<file path="src/rtl/vseg_pkg.sv">
package vseg_pkg;

  localparam int VADDR_W = 64;

  localparam logic [1:0] PRIV_USER   = 2'd0;
  localparam logic [1:0] PRIV_SUPER  = 2'd1;
  localparam logic [1:0] PRIV_KERNEL = 2'd2;

  localparam logic [1:0] FLT_NONE  = 2'b00;
  localparam logic [1:0] FLT_LOAD  = 2'b01;
  localparam logic [1:0] FLT_STORE = 2'b10;

  typedef struct packed {
    logic [1:0]         need_priv;
    logic               direct;
    logic               compat;
    logic [VADDR_W-1:0] direct_pa;
  } seg_info_t;

  function automatic logic [1:0] fault_code(input logic is_store);
    return is_store ? FLT_STORE : FLT_LOAD;
  endfunction

endpackage

</file>
<file path="src/rtl/vseg_classify.sv">
module vseg_classify
  import vseg_pkg::*;
(
  input  logic [VADDR_W-1:0] vaddr,
  output seg_info_t          info
);

  logic in_compat;
  assign in_compat = &vaddr[61:31];

  always_comb begin
    info           = '0;
    info.compat    = in_compat;
    info.need_priv = PRIV_KERNEL;
    unique case (vaddr[63:62])
      2'b00: info.need_priv = PRIV_USER;
      2'b01: info.need_priv = PRIV_SUPER;
      2'b10: begin
        info.direct    = 1'b1;
        info.direct_pa = {5'b0, vaddr[58:0]};
      end
      default: begin
        if (in_compat) begin
          unique case (vaddr[30:29])
            2'b11: info.need_priv = PRIV_KERNEL;
            2'b10: info.need_priv = PRIV_SUPER;
            default: begin
              info.direct    = 1'b1;
              info.direct_pa = {35'b0, vaddr[28:0]};
            end
          endcase
        end
      end
    endcase
  end

endmodule

</file>
<file path="src/rtl/vseg_limit.sv">
module vseg_limit #(
  parameter int LIMIT_BITS = 40,
  parameter int CHECK_W    = 62
) (
  input  logic [CHECK_W-1:0] value,
  output logic               over
);

  localparam logic [CHECK_W-1:0] MAX_VAL =
    (LIMIT_BITS >= CHECK_W) ? {CHECK_W{1'b1}}
                            : ((CHECK_W'(1) << LIMIT_BITS) - CHECK_W'(1));

  assign over = (value > MAX_VAL);

endmodule

</file>
<file path="src/rtl/vseg_check.sv">
module vseg_check
  import vseg_pkg::*;
#(
  parameter int VA_BITS = 40,
  parameter int PA_BITS = 36
) (
  input  logic        clk,
  input  logic        rst,
  input  logic        req_valid,
  input  logic [63:0] req_vaddr,
  input  logic [1:0]  req_priv,
  input  logic        req_store,
  input  logic        ret_valid,
  input  logic [63:0] ret_pa,
  input  logic        ret_store,
  output logic        out_valid,
  output logic        out_mapped,
  output logic [63:0] out_pa,
  output logic [1:0]  out_fault,
  output logic [1:0]  ret_fault
);

  seg_info_t info;
  logic      va_over, pa_over, ret_over;
  logic      priv_low, range_bad, any_fault;

  vseg_classify u_classify (
    .vaddr (req_vaddr),
    .info  (info)
  );

  vseg_limit #(.LIMIT_BITS(VA_BITS), .CHECK_W(62)) u_va_limit (
    .value (req_vaddr[61:0]),
    .over  (va_over)
  );

  vseg_limit #(.LIMIT_BITS(PA_BITS), .CHECK_W(VADDR_W)) u_pa_limit (
    .value (info.direct_pa),
    .over  (pa_over)
  );

  vseg_limit #(.LIMIT_BITS(PA_BITS), .CHECK_W(VADDR_W)) u_ret_limit (
    .value (ret_pa),
    .over  (ret_over)
  );

  always_comb begin
    priv_low  = (req_priv < info.need_priv);
    range_bad = info.direct ? pa_over : (!info.compat && va_over);
    any_fault = priv_low || range_bad;
  end

  always_ff @(posedge clk) begin
    if (rst) begin
      out_valid  <= 1'b0;
      out_mapped <= 1'b0;
      out_pa     <= '0;
      out_fault  <= FLT_NONE;
      ret_fault  <= FLT_NONE;
    end else begin
      out_valid  <= req_valid;
      out_mapped <= req_valid && !any_fault && !info.direct;
      out_pa     <= (req_valid && !any_fault && info.direct) ? info.direct_pa : '0;
      out_fault  <= (req_valid && any_fault) ? fault_code(req_store) : FLT_NONE;
      ret_fault  <= (ret_valid && ret_over) ? fault_code(ret_store) : FLT_NONE;
    end
  end

  // a faulting result carries no mapping and no address
  assert_fault_quiet_R11: assert property (@(posedge clk) disable iff (rst)
    (out_fault != FLT_NONE) |-> (!out_mapped && out_pa == 64'd0));

  // the fault code follows the access type of the request
  assert_code_type_R2: assert property (@(posedge clk) disable iff (rst)
    req_valid |=> (out_fault == FLT_NONE ||
                   out_fault == ($past(req_store) ? FLT_STORE : FLT_LOAD)));

  // user mode can never use the upper half of the space
  assert_user_upper_R2: assert property (@(posedge clk) disable iff (rst)
    (req_valid && req_priv == PRIV_USER && req_vaddr[63]) |=> (out_fault != FLT_NONE));

  // idle cycles produce an all-zero result
  assert_idle_zero_R10: assert property (@(posedge clk) disable iff (rst)
    !req_valid |=> (!out_valid && !out_mapped && out_pa == 64'd0 && out_fault == FLT_NONE));

  // a direct address that is reported never exceeds the physical range
  assert_pa_in_range_R8: assert property (@(posedge clk) disable iff (rst)
    (out_valid && !out_mapped && out_fault == FLT_NONE) |-> ((out_pa >> PA_BITS) == 64'd0));

  // an out-of-range returned address is always flagged
  assert_ret_flag_R9: assert property (@(posedge clk) disable iff (rst)
    (ret_valid && ((ret_pa >> PA_BITS) != 64'd0)) |=> (ret_fault != FLT_NONE));

endmodule

</file>
<file path="config.mk">
export PLATFORM = sky130hd
export DESIGN_NAME = vseg_check
export DESIGN_NICKNAME = d
export VERILOG_FILES = /design/src/rtl/vseg_pkg.sv /design/src/rtl/vseg_classify.sv /design/src/rtl/vseg_limit.sv /design/src/rtl/vseg_check.sv
export SDC_FILE = /design/constraint.sdc
export NUM_CORES = 1
export LEC_CHECK = 0
export BUFFER_PORTS_ARGS = -buffer_cell sky130_fd_sc_hd__buf_2
export CORE_MARGIN = 3
export CORE_UTILIZATION = 35
export DETAILED_ROUTE_END_ITERATION = 10
export PLACE_DENSITY = 0.7
export SLEW_MARGIN = 10
export SYNTH_ARGS = -nofsm -noshare
export SYNTH_HDL_FRONTEND = slang
export SYNTH_HIERARCHICAL = 1
export SYNTH_SLANG_ARGS = --single-unit
</file>
<file path="constraint.sdc">
create_clock -name clk -period 2.9 [get_ports clk]
set_input_delay 0 -clock clk [delete_from_list [all_inputs] [get_ports clk]]
set_output_delay 0 -clock clk [all_outputs]
set_load 0.01 [all_outputs]
</file>
==> impl_results.md <==
* Synth area leader: dfxtp_1
* Max FO, Critical Path at 65
* Post-synth EDFFs at 0
* Startpoint Class: primary input
* PwrDens at 447 nW/um^2
* CTS Buf Count at 9
* Final Wtd Congestion at 0.968
* Worst EP required at 3090 ps
* Vias in the first global route at 3521
* Routed Antenna Nets at 0
* Critical setup path kind: primary input to flip-flop
* Pre-antenna DRT Iters at 4
* Total die area at 12000 um^2
* Max frequency at 382 MHz
* Post-CTS sizing at 0
* Rows at 37
* Total negative slack at 0 ps
* Post-synth ARST share at 0
* RSZ-0062 raised after global routing: false
* Sequential-to-total area share from yosys stat at 0.374
* Cts hold-fix bufs at 27
* Simple-gate share of the synthesized area at 0.425
* PortBufs at 169
* Syn-to-layout area delta at 32.1%
* Worst-margin pin slew at 1110 ps
* Period utilisation layout at 0.904
* Count leader, synth: nand2_1
* Fillcell total at 1010
* Ports at 206
* Commonest cells post-synth: nand2_1, dfxtp_1, nor3_2, and2_1, o31ai_1
* Post-Synth Adder-Cell Area at 0.00334
* Slew margin rel. at 0.259
* Die Y-Extent at 109 um
* CP startpoint: req_vaddr[35]
* First-iteration detailed-routing DRC count at 182
* Diodes inserted at 0
* Count of cell types in the netlist at 37
* Largest cells by area after synthesis: dfxtp_1, nor3_2, nand2_1, o31ai_1, and2_1
* CTS clock-pin slew for the worst setup and hold paths at 80 ps
* CP max stage cell: or4_1
* Hold_sp: req_vaddr[28]
* Vias per Instance at 4.97
* Synth Area in XOR/XNOR at 0
* Die W at 109 um
* # Post-CTS Setup Buffers at 0
* # DRC at 0
* # nets final at 733
* Finished Layout Cells at 737
* CP max stage delay at 620 ps
* Final hold violation count at 0
* Status: finished, final reports clean
* Kind of end point of the critical path: flip-flop
* Leak at 2.04 nW
* Compound-Gate Fraction of Synth Area at 0.0802
* Clock buffer depth at 2
* Share of layout cells above drive strength 1 at 0.434
* Initial antenna violation count at 0
* First-pass GRT wire length at 16600 um
* Max Slew Vio Count at 0
* Largest family of logic cells by synthesized area: simple AND/OR/NAND/NOR gates
* Yosys warns at 6
* Post-Synthesis Cells at 422
* Post-synth top area share at 0.374
* Final WS setup at 279 ps
* Initial Util at 0.361
* Peak VDD IR at 0.210 mV
* Mean routed wirelength per cell at 14.5 um
* Placed cells at 694
* Pre-CTS setup slack at 412 ps
* Root Driver: clkbuf_8
* Mean Syn Cell Area at 8.88 um^2
* Gr usage total at 0.178
* Worst EP arrival at 2810 ps
* CTS tree: yes
* Post-Syn Area at 3750 um^2
* Core region area at 10400 um^2
* Via count at 3666
* Gr ovfl total at 0
* # setup viols final at 0
* #FFs+latches synth at 70
* Final min period at 2620 ps
* Routed Wire Length at 10700 um
* CTS sink count at 70
* CP cell instances: dlygate4sd3_1, buf_2, nand4_1, or4_1, o41a_1, inv_1, ha_1, a21oi_4, buf_12, nor3_1
* Post-synth top flop: dfxtp_1
* H-tree levels at 3
* DP HPWL at 7460 um
* Worst Hold Class: primary input to flip-flop
* Largest net degree at the start of global routing at 68
* Mux contribution to synthesized area at 0
* Max-cap violation count at 0
metal layers:
| metal | GRT usage | vias to the layer above | part of all wire |
|---|---|---|---|
| met1 | 0.210 | 1692 | 0.40 |
| met2 | 0.313 | 175 | 0.49 |
| met4 | 0.0641 | 0 | 0.015 |
| met3 | 0.0458 | 16 | 0.089 |
| met5 | 0 | - | 0 |
| li1 | - | 1783 | - |
per-stage QoR:
stage | total power [W] | hold slack, ps | cell area (um^2) | util
3_3_place_gp | 0.00124 | 176 | 4430 | 0.427
4_1_cts | 0.00225 | 1.20 | 4950 | 0.477
5_1_grt | 0.00232 | 14.7 | 4950 | 0.477
2_1_floorplan | 0.00117 | 72.8 | 3760 | -
3_5_place_dp | 0.00125 | 183 | 4430 | 0.427
6_report | 0.00221 | 21.7 | 4950 | 0.477
state kept, by name, summed over array words and instances, names as in the netlist:
name and count:
out_fault 2, out_mapped 1, out_pa 64, out_valid 1, ret_fault 2
power breakdown:
part           total (W)  switching (W)  internal (W)
clock           0.000958       0.000384      0.000574
sequential      0.000964    0.000000760      0.000963
combinational   0.000289       0.000168      0.000121
total            0.00221       0.000553       0.00166
layout by cell type (no fill, tap or decap), types with 2 or more instances in the layout:
| cell | instances |
|---|---|
| nor3_1 | 5 |
| or4_1 | 4 |
| clkbuf_8 | 9 |
| dfxtp_1 | 70 |
| and2_1 | 29 |
| o31ai_1 | 27 |
| conb_1 | 5 |
| nor4_1 | 19 |
| o31ai_2 | 2 |
| dlygate4sd3_1 | 27 |
| buf_4 | 6 |
| nand4_1 | 10 |
| inv_1 | 4 |
| nand2b_4 | 2 |
| nand2_1 | 124 |
| and4_1 | 2 |
| clkinv_4 | 2 |
| bufinv_16 | 3 |
| clkinvlp_4 | 2 |
| buf_2 | 169 |
| nor3_2 | 60 |
area by class of cell:
| class | count | area [um^2] | share of cell area |
|---|---|---|---|
| multi-input cells | 308 | 1940 | 0.391 |
| flip-flops and latches | 70 | 1400 | 0.283 |
| repair buffers | 203 | 1180 | 0.239 |
| well taps | 136 | 170 | 0.0344 |
| clock buffers | 9 | 124 | 0.0250 |
| clock inverters | 7 | 123 | 0.0248 |
| inverters | 4 | 15.0 | 0.00303 |
critical path: cells and delay by family:
family	cells	cell delay, ps
and+or+nand+nor	3	860
buffers and inverters	4	1050
adders and majority gates	1	250
AOI/OAI and AO/OA	2	600
path summary, 6_finish.rpt:
check	cells after the start	slack, ps	to
max	10	280	out_pa[36]
min	5	20	out_pa[28]
cell families (layout without fill, tap and decap cells):
family | Yosys count | after routing
buffers and inverters | 48 | 223
DFF | 70 | 70
other | 1 | 5
AOI/OAI and AO/OA | 37 | 37
adders and majority gates | 1 | 1
and+or+nand+nor | 265 | 265
No activity file was read; power rests on OpenSTA's default activity.
